**src/rtl/scr_pkg.sv**
```systemverilog
package scr_pkg;

    localparam logic [7:0] OFF_REV   = 8'h08;
    localparam logic [7:0] OFF_STAT  = 8'h50;
    localparam logic [7:0] OFF_MASK  = 8'h52;
    localparam logic [7:0] OFF_ROUTE = 8'h54;
    localparam logic [7:0] OFF_GDATA = 8'h78;
    localparam logic [7:0] OFF_GOE   = 8'h7C;
    localparam logic [7:0] OFF_GPI   = 8'h64;
    localparam logic [7:0] OFF_CLK   = 8'h98;

    localparam int GPI_GROUPS = 4;
    localparam int GPI_STRIDE = 4;
    localparam int GPI_BYTES  = 3;
    localparam int CLK_BYTES  = 8;
    localparam int GP_SLOTS   = 3;

    typedef struct packed {
        logic       wr;
        logic [7:0] addr;
        logic [7:0] data;
    } bus_req_t;

    function automatic logic in_window(logic [7:0] a, logic [7:0] base, int n);
        return (int'(a) >= int'(base)) && (int'(a) < int'(base) + n);
    endfunction

endpackage

```
**src/rtl/scr_byte_store.sv**
```systemverilog
module scr_byte_store
    import scr_pkg::*;
#(
    parameter logic [7:0] BASE   = 8'h98,
    parameter int         NBYTES = 8
) (
    input  logic     clk,
    input  logic     rst,
    input  bus_req_t req,
    output logic [7:0] rdata
);
    localparam int AW = (NBYTES > 1) ? $clog2(NBYTES) : 1;

    logic [NBYTES*8-1:0] bytes_q;
    logic                hit;
    logic [AW-1:0]       idx;

    always_comb begin
        hit = in_window(req.addr, BASE, NBYTES);
        idx = AW'(req.addr - BASE);
    end

    always_ff @(posedge clk) begin
        if (rst)
            bytes_q <= '0;
        else if (req.wr && hit)
            bytes_q[idx*8 +: 8] <= req.data;
    end

    assign rdata = hit ? bytes_q[idx*8 +: 8] : 8'h00;

    // bytes move only on a write that lands in this window
    assert_store_hold_R9: assert property (@(posedge clk) disable iff (rst)
        !(req.wr && hit) |=> $stable(bytes_q));

endmodule

```
**src/rtl/scr_irq_agg.sv**
```systemverilog
module scr_irq_agg
    import scr_pkg::*;
#(
    parameter int NUM_SUB = 8
) (
    input  logic               clk,
    input  logic               rst,
    input  bus_req_t           req,
    input  logic [NUM_SUB-1:0] sub_lines,
    output logic [7:0]         rdata,
    output logic               irq_out
);
    logic [NUM_SUB-1:0] status_q, mask_q, route_q, line_q, line_edge;
    logic               wr_stat;

    assign line_edge = sub_lines ^ line_q;
    assign wr_stat   = req.wr && (req.addr == OFF_STAT);

    always_ff @(posedge clk) begin
        if (rst) begin
            line_q  <= '0;
            mask_q  <= '0;
            route_q <= '0;
        end else begin
            line_q <= sub_lines;
            if (req.wr && req.addr == OFF_MASK)  mask_q  <= req.data[NUM_SUB-1:0];
            if (req.wr && req.addr == OFF_ROUTE) route_q <= req.data[NUM_SUB-1:0];
        end
    end

    for (genvar i = 0; i < NUM_SUB; i++) begin : g_stat
        always_ff @(posedge clk) begin
            if (rst)
                status_q[i] <= 1'b0;
            else if (line_edge[i])
                status_q[i] <= sub_lines[i];
            else if (wr_stat)
                status_q[i] <= req.data[i];
        end
    end

    always_comb begin
        rdata = 8'h00;
        case (req.addr)
            OFF_STAT:  rdata = 8'(status_q);
            OFF_MASK:  rdata = 8'(mask_q);
            OFF_ROUTE: rdata = 8'(route_q);
            default:   rdata = 8'h00;
        endcase
    end

    assign irq_out = |(status_q & mask_q);

    // a changed line lands in its status bit one edge later
    assert_line_follow_R2: assert property (@(posedge clk) disable iff (rst)
        (sub_lines != line_q) |=>
            ((status_q ^ $past(sub_lines)) & $past(sub_lines ^ line_q)) == '0);

    // summary interrupt cannot fire with every source masked
    assert_irq_masked_R3: assert property (@(posedge clk) disable iff (rst)
        irq_out |-> (mask_q != '0));

    // a status write with quiet lines takes the written value
    assert_stat_write_R4: assert property (@(posedge clk) disable iff (rst)
        (wr_stat && (sub_lines == line_q)) |=> (status_q == $past(req.data[NUM_SUB-1:0])));

endmodule

```
**src/rtl/scr_gpio_port.sv**
```systemverilog
module scr_gpio_port
    import scr_pkg::*;
#(
    parameter int NUM_GPIO = 16
) (
    input  logic                clk,
    input  logic                rst,
    input  bus_req_t            req,
    output logic [7:0]          rdata,
    output logic [NUM_GPIO-1:0] gpio_level,
    output logic [NUM_GPIO-1:0] gpio_chg
);
    localparam int NLANES = (NUM_GPIO + 7) / 8;
    localparam int PADW   = NLANES * 8;
    localparam int SW     = $clog2(GP_SLOTS + 1);

    logic [PADW-1:0]     data_q, oe_q;
    logic [NUM_GPIO-1:0] eff, level_q, chg_q;
    logic                dat_hit, oe_hit;
    logic [SW-1:0]       d_lane, o_lane;

    always_comb begin
        dat_hit = in_window(req.addr, OFF_GDATA, NLANES);
        oe_hit  = in_window(req.addr, OFF_GOE, NLANES);
        d_lane  = SW'(req.addr - OFF_GDATA);
        o_lane  = SW'(req.addr - OFF_GOE);
    end

    for (genvar l = 0; l < NLANES; l++) begin : g_lane
        always_ff @(posedge clk) begin
            if (rst) begin
                data_q[l*8 +: 8] <= 8'h00;
                oe_q[l*8 +: 8]   <= 8'h00;
            end else if (req.wr) begin
                if (req.addr == OFF_GDATA + 8'(l)) data_q[l*8 +: 8] <= req.data;
                if (req.addr == OFF_GOE + 8'(l))   oe_q[l*8 +: 8]   <= req.data;
            end
        end
    end

    assign eff = data_q[NUM_GPIO-1:0] & oe_q[NUM_GPIO-1:0];

    always_ff @(posedge clk) begin
        if (rst) begin
            level_q <= '0;
            chg_q   <= '0;
        end else begin
            level_q <= eff;
            chg_q   <= eff ^ level_q;
        end
    end

    always_comb begin
        if (dat_hit)     rdata = data_q[d_lane*8 +: 8];
        else if (oe_hit) rdata = oe_q[o_lane*8 +: 8];
        else             rdata = 8'h00;
    end

    assign gpio_level = level_q;
    assign gpio_chg   = chg_q;

    // no line is driven high unless its enable was set
    assert_level_gated_R5: assert property (@(posedge clk) disable iff (rst)
        1'b1 |=> ((gpio_level & ~$past(oe_q[NUM_GPIO-1:0])) == '0));

    // change pulses only where the driven level actually moved
    assert_chg_only_moved_R6: assert property (@(posedge clk) disable iff (rst)
        1'b1 |=> ((gpio_chg & ~(gpio_level ^ $past(gpio_level))) == '0));

    // writes to the lane past the last line leave the port untouched
    assert_lane_ignored_R8: assert property (@(posedge clk) disable iff (rst)
        (req.wr && (req.addr == OFF_GDATA + 8'(NLANES) || req.addr == OFF_GOE + 8'(NLANES)))
            |=> ($stable(data_q) && $stable(oe_q)));

endmodule

```
**src/rtl/scr_bank.sv**
```systemverilog
module scr_bank
    import scr_pkg::*;
#(
    parameter int         NUM_GPIO = 16,
    parameter int         NUM_SUB  = 8,
    parameter logic [7:0] REV_ID   = 8'h5A
) (
    input  logic                clk,
    input  logic                rst,
    input  logic                bus_wr,
    input  logic [7:0]          bus_addr,
    input  logic [7:0]          bus_wdata,
    output logic [7:0]          bus_rdata,
    input  logic [NUM_SUB-1:0]  sub_irq,
    output logic                irq_out,
    output logic [NUM_GPIO-1:0] gpio_level,
    output logic [NUM_GPIO-1:0] gpio_chg
);
    bus_req_t   req;
    logic [7:0] irq_rd, gpio_rd, clk_rd;
    logic [7:0] gpi_rd [GPI_GROUPS];

    assign req = '{wr: bus_wr, addr: bus_addr, data: bus_wdata};

    scr_irq_agg #(.NUM_SUB(NUM_SUB)) u_irq (
        .clk(clk), .rst(rst), .req(req), .sub_lines(sub_irq),
        .rdata(irq_rd), .irq_out(irq_out)
    );

    scr_gpio_port #(.NUM_GPIO(NUM_GPIO)) u_gpio (
        .clk(clk), .rst(rst), .req(req), .rdata(gpio_rd),
        .gpio_level(gpio_level), .gpio_chg(gpio_chg)
    );

    for (genvar g = 0; g < GPI_GROUPS; g++) begin : g_gpi
        scr_byte_store #(
            .BASE(OFF_GPI + 8'(g * GPI_STRIDE)),
            .NBYTES(GPI_BYTES)
        ) u_store (
            .clk(clk), .rst(rst), .req(req), .rdata(gpi_rd[g])
        );
    end

    scr_byte_store #(.BASE(OFF_CLK), .NBYTES(CLK_BYTES)) u_clk (
        .clk(clk), .rst(rst), .req(req), .rdata(clk_rd)
    );

    always_comb begin
        bus_rdata = (bus_addr == OFF_REV) ? REV_ID : 8'h00;
        bus_rdata = bus_rdata | irq_rd | gpio_rd | clk_rd;
        for (int g = 0; g < GPI_GROUPS; g++)
            bus_rdata = bus_rdata | gpi_rd[g];
    end

endmodule

```
**config.mk**
```make
export PLATFORM = sky130hd
export DESIGN_NAME = scr_bank
export DESIGN_NICKNAME = d
export VERILOG_FILES = /design/src/rtl/scr_pkg.sv /design/src/rtl/scr_byte_store.sv /design/src/rtl/scr_irq_agg.sv /design/src/rtl/scr_gpio_port.sv /design/src/rtl/scr_bank.sv
export SDC_FILE = /design/constraint.sdc
export NUM_CORES = 1
export LEC_CHECK = 0
export BUFFER_PORTS_ARGS = -buffer_cell sky130_fd_sc_hd__buf_4
export CAP_MARGIN = 10
export CORE_MARGIN = 4
export CORE_UTILIZATION = 45
export CTS_CLUSTER_DIAMETER = 50
export CTS_CLUSTER_SIZE = 8
export DETAILED_ROUTE_END_ITERATION = 12
export SYNTH_ARGS = -nofsm -noshare
export SYNTH_HDL_FRONTEND = slang
export SYNTH_SLANG_ARGS = --single-unit
```
**constraint.sdc**
```tcl
create_clock -name clk -period 8.2 [get_ports clk]
set_input_delay 0.82 -clock clk [delete_from_list [all_inputs] [get_ports clk]]
set_output_delay 0.82 -clock clk [all_outputs]
set_load 0.01 [all_outputs]
```
==> summary.txt, run 1 <==
Synthesis
  – Proportion of netlist area held by the largest area contributor: 0.444
  – Syn_area_per_cell: 9.51 um2
  – Syn Inst Count: 1213
  – Post-synth EDFFs: 0
  – Synth Cell Area: 11500 um2
  – Flops & latches, synth: 256
  – Synth Flop Type: dfxtp_1
  – Syn. warnings: 0
  – Post-Syn Nets: 1249
  – Top post-synthesis cells by count: 256 x dfxtp_1, 188 x mux2i_1, 188 x nor2_1, 104 x nand2_1, 57 x o21ai_0
  – Post-synthesis sequential area ratio: 0.444
  – Unique masters post-synth: 52
  – Synth area leaders: dfxtp_1 44%, mux2i_1 16%, nor2_1 6.1%, mux4_2 3.5%, nand2_1 3.4%
  – Ys async rst share: 0
  – Area leader, netlist: dfxtp_1
  – Most common cell in the synthesized netlist: dfxtp_1

Critical path
  – CP required: 7.38 ns
  – Worst path top cell family by delay: buffers and inverters
  – CP peak stage delay: 0.74 ns
  – Critical path cell sequence: buf_4 > clkinv_1 > ha_1 > nand2b_1 > nor3_1 > a22o_1 > a2111oi_0 > nand3_1 > buf_4
  – CP endpoint kind: primary output
  – Worst-path fanout max: 50
  – Crit path kind: input pin to primary output
  – Startpoint types: input pin
  – Buf/Inv on CP: 3
  – Critical path arrival: 4.30 ns
  – Max stage delay cell, worst path: a2111oi_0
  – CP dominant cell by count: buf_4

Final layout
  – Footprint of the multi-input gates: 6010 um2
  – Area Overhead vs Synth: 14.5%
  – Nets: 1277
  – ANT cells: 0
  – Register area: 5120 um2
  – Share of layout cells above drive strength 1: 0.136
  – Finished Cell Area: 13200 um2
  – Filler cells: 2334

Worst hold path
  – Hold/Removal Path Class: flip-flop to flip-flop

Routing
  – DRT Pass-1 Iters: 6
  – Post-route ant nets: 0
  – DR iter-0 viols: 936
  – Vias per std cell: 5.81
  – Vias: 9160
  – Routed len/inst: 21.3 um
  – DRT Wirelength: 33500 um
  – DRC: 0

Power and ir drop
  – Gate power share: 0.049
  – Clock network power share: 0.506
  – PwrDens: 214 nW/um2
  – Worst IR drop on VDD: 0.146 mV
  – Leak: 5.39 nW
  – Sw Ratio: 0.220
  – Sequential share of power: 0.445
  – Internal power: 0.00221 W
  – Psw: 0.000623 W

Timing
  – Slew headroom: 0.202
  – Max Transition Viols Final: 0
  – RSZ-0062 raised after global routing: no
  – Worst Max-Slew Pin Slew: 1.19 ns
  – Fin crit share: 0.624
  – Final Setup Violations: 0
  – Max Freq: 0.195 GHz
  – Final worst path period need: 5.12 ns
  – Final Hold Viols: 0
  – Clock Skews: 0.00669 ns
  – Total negative slack: 0 ns

Floorplanning
  – Rows: 58
  – Die Area: 28300 um2
  – Die X-Extent: 168 um
  – Io pins: 68
  – Initial Util: 0.458
  – Die H: 168 um
  – Core area: 25200 um2

Clock tree
  – CTS Buffer Depth: 3
  – Clock Latency Late Sink: 0.51 ns
  – Total CTS buffers: 38
  – Postcts setup bufs: 0
  – H-tree levels: 2
  – CTS clk-pin slew, worst paths: 0.05 ns
  – CTS Sinks: 256
  – Cts hold-fix bufs: 0
  – CTS tree: yes
  – Root buffer selected by CTS: clkbuf_16
  – # resized after CTS: 0

Flow run
  – Max Cap Viol: 0

GRT
  – Number of global-route vias before repair: 8811
  – First-pass GRT wire length: 52200 um
  – Total gr overflow: 0
  – Initial antenna violation count: 3
  – Gr usage total: 0.235
  – Pin count of the biggest net entering global routing: 110

Run status
  – Run status: finished clean

Placement
  – Detailed placement HPWL: 21800 um
  – Final GP Congestion: 0.928
  – Port buffer count: 67
  – Placed cell area: 12100 um2
per-stage QoR:
step | power (W) | setup slack, ns | utilization | std cells | hold slack, ns
6_report | 0.00283 | 3.08 | 0.525 | 1576 | 0.454
2_1_floorplan | 0.00138 | 4.53 | - | 1213 | 0.429
5_1_grt | 0.00292 | 2.93 | 0.525 | 1576 | 0.470
3_5_place_dp | 0.00142 | 3.15 | 0.482 | 1531 | 0.448
4_1_cts | 0.00285 | 3.14 | 0.525 | 1576 | 0.456
3_3_place_gp | 0.00142 | 3.26 | 0.482 | 1531 | 0.440
cells in the final DEF (no fill, tap or decap), types with 18 or more instances in the layout:
master	instances
o21ai_0	57
buf_4	74
mux2i_1	188
and2_1	18
nand2_1	104
a22oi_1	20
nand3_1	21
clkbuf_16	41
mux4_2	18
o2bb2ai_1	20
nand3b_1	49
dfxtp_1	256
a21oi_1	23
nor2_1	188
metal layers:
metal	global-route usage	part of all wire	vias to the layer above
li1	-	-	4305
met2	0.376	0.47	322
met3	0.0434	0.068	69
met5	0	0.0010	-
met1	0.328	0.44	4460
met4	0.0635	0.021	4
logic make-up (layout without fill, tap and decap cells):
group	after synthesis	after routing	synth area share
and+or+nand+nor	471	471	0.204
DFF	256	256	0.444
muxes	218	218	0.210
AOI/OAI and AO/OA	149	149	0.0829
buffers and inverters	93	126	0.0361
xor gates and xnor gates	16	16	0.0121
adders and majority gates	10	10	0.0106
path summary, 6_finish.rpt:
path,from,end,slack [ns],cells after the start
setup / recovery,bus_addr[1],bus_rdata[3],3.08,9
hold / removal,u_clk.bytes_q[5],u_clk.bytes_q[5],0.45,2
setup reg to reg,u_irq.status_q[7],u_irq.status_q[7],7.17,3
hold reg to reg,u_clk.bytes_q[5],u_clk.bytes_q[5],0.45,2
worst reg2reg max path, cell delays in order (launching register included):
cell,delay (ns)
dfxtp_1,0.41
mux2i_1,0.11
maj3_1,0.36
nor2_1,0.08
layout make-up:
| cell class | count | area share |
|---|---|---|
| clock buffers | 44 | 0.0793 |
| clock inverters | 1 | 0.00227 |
| inverters | 6 | 0.00170 |
| multi-input cells | 864 | 0.455 |
| flip-flops and latches | 256 | 0.388 |
| well taps | 330 | 0.0313 |
| repair buffers | 75 | 0.0429 |
sequential cells by signal, summed over array words and instances (netlist names):
name	cells
g_gpi.u_store.bytes_q	96
u_clk.bytes_q	64
u_gpio.data_q	16
u_gpio.gpio_chg	16
u_gpio.gpio_level	16
u_gpio.oe_q	16
u_irq.line_q	8
u_irq.mask_q	8
u_irq.route_q	8
u_irq.status_q	8
power by group through the flow:
stage	Sequential, W	Clock, W	Combinational, W
floorplan	0.00128	0	0.0000947
CTS	0.00126	0.00146	0.000139
finish	0.00126	0.00143	0.000140
global route	0.00126	0.00152	0.000151
global placement	0.00128	0	0.000138
detailed placement	0.00128	0	0.000139
Note: power is estimated with default switching activity, not from simulation.
==> run 2, diff against run 1 <==
==> constraint.sdc (replaced) <==
create_clock -name clk -period 4.5 [get_ports clk]
set_input_delay 0.45 -clock clk [delete_from_list [all_inputs] [get_ports clk]]
set_output_delay 0.45 -clock clk [all_outputs]
set_load 0.01 [all_outputs]
==> run 2 against run 1 <==
Compared with the run above:
- core utilization about the same
- clock skew decreased by 0.0012 ns
- setup slack got worse by 2.1 ns
- total power increased by 79%
- flip-flop and latch count unchanged
- critical endpoint unchanged
==> summary.txt, run 2 (synthesis gave the netlist of run 1 again) <==
Run status
  – Run status: finished clean

Flow run
  – Max Cap Viol: 0

Placement
  – Placement Setup Slack: 0.956 ns
  – Port buffer count: 67
  – Final GP Congestion: 0.898
  – Placed cell area: 12200 um2
  – Detailed placement HPWL: 21800 um

GRT
  – Pin count of the biggest net entering global routing: 163
  – Gr usage total: 0.232
  – First-pass GRT wire length: 51800 um
  – Total gr overflow: 0
  – Initial antenna violation count: 1
  – Number of global-route vias before repair: 8789

Final layout
  – Finished Cell Area: 13200 um2
  – Largest regs: g_gpi.u_store.bytes_q: 96 flops, u_clk.bytes_q: 64 flops
  – Most frequent cells in the layout: 256 x dfxtp_1, 188 x mux2i_1, 188 x nor2_1
  – Share of layout cells above drive strength 1: 0.140
  – Max reg flops: 96
  – Reg with most FFs: g_gpi.u_store.bytes_q
  – Most common cell after layout, fill and taps aside: dfxtp_1
  – Filler cells: 2387
  – Area Overhead vs Synth: 14.5%
  – Nets: 1282

Routing
  – DRC: 0
  – DRT Wirelength: 33400 um
  – Post-route ant nets: 0
  – Vias: 9063
  – Routed len/inst: 21.1 um
  – DRT Pass-1 Iters: 5
  – Vias per std cell: 5.72
  – DR iter-0 viols: 827

Power and ir drop
  – Worst IR drop on VDD: 0.351 mV
  – PwrDens: 384 nW/um2
  – Leak: 5.40 nW

Critical path
  – Crit path kind: input pin to primary output
  – Flop2flop setup slack: 3.45 ns
  – Worst-path fanout max: 19
  – Startpoint types: input pin
  – Critical path cell sequence: buf_4 > inv_1 > ha_1 > nand2_1 > nor3_1 > a2111oi_0 > buf_4 > nand3_1 > buf_4
  – Max stage delay cell, worst path: ha_1
  – Critical path arrival: 3.04 ns
  – Worst path top cell family by delay: simple AND/OR/NAND/NOR gates
  – Buf/Inv on CP: 4
  – CP peak stage delay: 0.72 ns
  – RR Endpoint: u_irq.status_q[7]
  – CP endpoint kind: primary output
  – R2r startpoint: u_irq.status_q[7]
  – R2R cell count: 3
  – CP required: 4.05 ns
  – CP dominant cell by count: buf_4

Timing
  – Hold Slack: 0.199 ns
  – Max Transition Viols Final: 0
  – Setup slack after layout: 1.01 ns
  – RSZ-0062 raised after global routing: no
  – Total negative slack: 0 ns
  – Fin crit share: 0.775
  – Max Freq: 0.287 GHz
  – Final Setup Violations: 0
  – Final worst path period need: 3.49 ns
  – Final Hold Viols: 0
  – Worst Max-Slew Pin Slew: 1.11 ns
  – Slew headroom: 0.256
  – Clock Skews: 0.00550 ns

Clock tree
  – CTS Sinks: 256
  – Cts hold-fix bufs: 0
  – # resized after CTS: 0
  – CTS tree: yes
  – Total CTS buffers: 39
  – CTS clk-pin slew, worst paths: 0.04 ns
  – Root buffer selected by CTS: clkbuf_16
  – H-tree levels: 2
  – CTS Buffer Depth: 3
  – Postcts setup bufs: 0
  – Clock Latency Late Sink: 0.50 ns

Floorplanning
  – Core area: 25200 um2
  – Die X-Extent: 168 um
  – Io pins: 68
  – Initial Util: 0.458
  – Die H: 168 um
  – Die Area: 28300 um2
  – Rows: 58

Worst hold path
  – Hold Crit Depth: 3
  – Hold/Removal Path Class: input pin to flip-flop
  – Hold path endpoint: u_irq.line_q[7]
  – Hold Crit Start: sub_irq[7]
-- run 2: cell count changes in the layout (fill, tap and decap cells not counted) --
cell        change
buf_4           +3
bufinv_16       -1
inv_6           +1
diode_2         +1
buf_12          +1
clkinv_2        +1
clkinvlp_4      +1
clkbuf_16       -2
clkbuf_8        +1
clkbuf_1        +2
-- run 2: how the worst max path moves through the flow --
stage	cells past startpoint	from	end	slack [ns]
4_1_cts	9	bus_addr[0]	bus_rdata[3]	1.08
3_5_place_dp	8	bus_addr[0]	u_clk.bytes_q[49]	0.96
3_3_place_gp	9	bus_addr[0]	bus_rdata[3]	1.08
6_report	9	bus_addr[0]	bus_rdata[3]	1.01
2_1_floorplan	11	bus_addr[0]	bus_rdata[4]	1.57
5_1_grt	9	bus_addr[0]	bus_rdata[3]	0.87
-- run 2: power breakdown --
part,switching [W],internal [W],total [W],leakage [nW]
clock,0.000946,0.00157,0.00251,0.508
sequential,0.0000123,0.00228,0.00230,2.07
combinational,0.000180,0.0000807,0.000261,2.82
-- run 2: cell type report --
cell class / instances / area, um2 / share of cell area
Sequential cell: 256 / 5120 / 0.388
Timing Repair Buffer: 79 / 609 / 0.0461
Multi-Input combinational cell: 864 / 6010 / 0.454
Clock inverter: 3 / 21.3 / 0.00161
Clock buffer: 45 / 1020 / 0.0770
Inverter: 6 / 22.5 / 0.00170
Antenna cell: 1 / 2.50 / 0.000189
Tap cell: 330 / 413 / 0.0312
-- run 2: layer usage --
metal	GRT usage	routed length [um]
met5	0	13
met3	0.0472	2060
met4	0.0783	1130
met1	0.321	14800
met2	0.366	15400
-- run 2: tightest hold or removal path: stages --
cell and delay (ns):
buf_4 0.07, inv_1 0.04, nor2_1 0.09
-- run 2: through the flow --
| stage | cells | util | power (W) |
|---|---|---|---|
| finish | 1584 | 0.525 | 0.00507 |
| global route | 1583 | 0.525 | 0.00524 |
| CTS | 1583 | 0.525 | 0.00512 |
| detailed placement | 1535 | 0.484 | 0.00260 |
| global placement | 1535 | 0.484 | 0.00260 |
| floorplan | 1213 | - | 0.00251 |
==> run 3, diff against run 2 <==
==> constraint.sdc (replaced) <==
create_clock -name clk -period 3.2 [get_ports clk]
set_input_delay 0.32 -clock clk [delete_from_list [all_inputs] [get_ports clk]]
set_output_delay 0.32 -clock clk [all_outputs]
set_load 0.01 [all_outputs]
==> run 3 against run 2 <==
Compared with the run above:
- combinational power up 48%
- clock-buffer cell count down 4
- sequential power up 40%
- critical path type unchanged
- setup slack worse by 0.83 ns
- via count up 2.4%
- critical endpoint unchanged
- flip-flop and latch count unchanged
==> summary.txt, run 3 (synthesis gave the netlist of run 1 again) <==
GRT
  – First-pass GRT wire length: 53200 um
  – Total gr overflow: 0
  – Pin count of the biggest net entering global routing: 117
  – Number of global-route vias before repair: 9032
  – Gr usage total: 0.239
  – Initial antenna violation count: 3

Routing
  – Vias: 9282
  – DRT Pass-1 Iters: 5
  – Vias per std cell: 5.76
  – Post-route ant nets: 0
  – DRT Wirelength: 34300 um
  – Routed len/inst: 21.3 um
  – DR iter-0 viols: 773
  – DRC: 0

Timing
  – Worst Max-Slew Pin Slew: 0.875 ns
  – Clock Skews: 0.00579 ns
  – Fin crit share: 0.943
  – Final Setup Violations: 0
  – Max Transition Viols Final: 0
  – Slew headroom: 0.415
  – RSZ-0062 raised after global routing: no
  – Total negative slack: 0 ns
  – Max Freq: 0.332 GHz
  – Final worst path period need: 3.02 ns
  – Final Hold Viols: 0

Final layout
  – Fin util: 0.535
  – Reg with most FFs: g_gpi.u_store.bytes_q
  – Max reg flops: 96
  – Most frequent cells in the layout: 256 x dfxtp_1, 188 x mux2i_1, 188 x nor2_1
  – Finished Cell Area: 13500 um2
  – Nets: 1310
  – Most common cell after layout, fill and taps aside: dfxtp_1
  – Filler cells: 2327
  – Largest regs: g_gpi.u_store.bytes_q: 96 flops, u_clk.bytes_q: 64 flops
  – Share of layout cells above drive strength 1: 0.159
  – Area Overhead vs Synth: 16.8%

Clock tree
  – Clock Latency Late Sink: 0.52 ns
  – CTS clk-pin slew, worst paths: 0.05 ns
  – Cts hold-fix bufs: 0
  – # resized after CTS: 0
  – Postcts setup bufs: 0
  – Total CTS buffers: 39
  – CTS Sinks: 256
  – CTS tree: yes
  – Root buffer selected by CTS: clkbuf_16
  – H-tree levels: 2
  – CTS Buffer Depth: 3

Critical path
  – Critical path cell sequence: buf_4 > buf_12 > mux4_2 > nand2_1 > a21oi_1 > a2111oi_0 > nand3_1 > buf_4
  – CP endpoint kind: primary output
  – CP required: 2.88 ns
  – Critical path arrival: 2.70 ns
  – Worst-path fanout max: 24
  – CP peak stage delay: 0.68 ns
  – CP dominant cell by count: buf_4
  – Max stage delay cell, worst path: a2111oi_0
  – Startpoint types: input pin
  – Crit path kind: input pin to primary output

Floorplanning
  – Initial Util: 0.458
  – Rows: 58
  – Io pins: 68
  – Core area: 25200 um2
  – Die H: 168 um
  – Die Area: 28300 um2
  – Die X-Extent: 168 um

Power and ir drop
  – PwrDens: 541 nW/um2
  – Worst IR drop on VDD: 0.413 mV
  – Leak: 5.56 nW

Placement
  – Detailed placement HPWL: 22800 um
  – Placed cell area: 12400 um2
  – Final GP Congestion: 0.903
  – Port buffer count: 67

Flow run
  – Max Cap Viol: 0

Run status
  – Run status: finished clean

Worst hold path
  – Hold/Removal Path Class: input pin to flip-flop
## run 3: changes by cell type in the layout (fill, tap and decap cells not counted), sizes merged
cell / previous run / this run
bufinv: 0 / 1
buf: 79 / 107
clkbuf: 45 / 41
diode: 1 / 2
clkinv: 2 / 4
## run 3: where the power goes
group / leakage (nW) / switching, W / internal [W]
Combinational: 2.97 / 0.000261 / 0.000125
Sequential: 2.07 / 0.0000172 / 0.00321
Clock: 0.528 / 0.00139 / 0.00229
Total: 5.56 / 0.00167 / 0.00562
## run 3: worst paths after layout
check	to	cells past startpoint	slack, ns	startpoint
min	u_irq.line_q[7]	3	0.04	sub_irq[7]
min reg2reg	u_clk.bytes_q[4]	2	0.46	u_clk.bytes_q[4]
max reg2reg	u_irq.status_q[7]	3	2.20	u_irq.status_q[7]
max	bus_rdata[3]	8	0.18	bus_addr[0]
## run 3: critical path: cells and delay by family
| kind | cells | cell delay (ns) |
|---|---|---|
| AND/OR/NAND/NOR | 2 | 0.37 |
| buffers and inverters | 3 | 0.69 |
| multiplexers | 1 | 0.52 |
| AO/OA/AOI/OAI | 2 | 0.78 |
## run 3: per-layer routing
layer,vias up,GRT usage,wire length [um]
li1,4363,-,-
met1,4517,0.328,15100
met2,328,0.381,15900
met3,70,0.0474,2280
met4,4,0.0805,939
met5,-,0,40
## run 3: through the flow
step | worst slack [ns] | hold slack [ns] | std cells | total power [W]
6_report | 0.184 | 0.0355 | 1612 | 0.00729
5_1_grt | 0.0992 | 0.0871 | 1610 | 0.00751
4_1_cts | 0.181 | 0.0311 | 1610 | 0.00735
3_5_place_dp | 0.182 | 0.448 | 1563 | 0.00367
3_3_place_gp | 0.119 | 0.442 | 1563 | 0.00367
2_1_floorplan | 0.445 | 0.429 | 1213 | 0.00352
## run 3: cell type report
| class | count | area (um2) | area share |
|---|---|---|---|
| inverter | 6 | 22.5 | 0.00167 |
| multi-input combinational | 864 | 6000 | 0.445 |
| tap | 330 | 413 | 0.0306 |
| timing repair buffer | 107 | 832 | 0.0617 |
| antenna | 2 | 5.00 | 0.000371 |
| clock inverter | 6 | 72.6 | 0.00538 |
| clock buffer | 41 | 1000 | 0.0746 |
| sequential | 256 | 5120 | 0.380 |
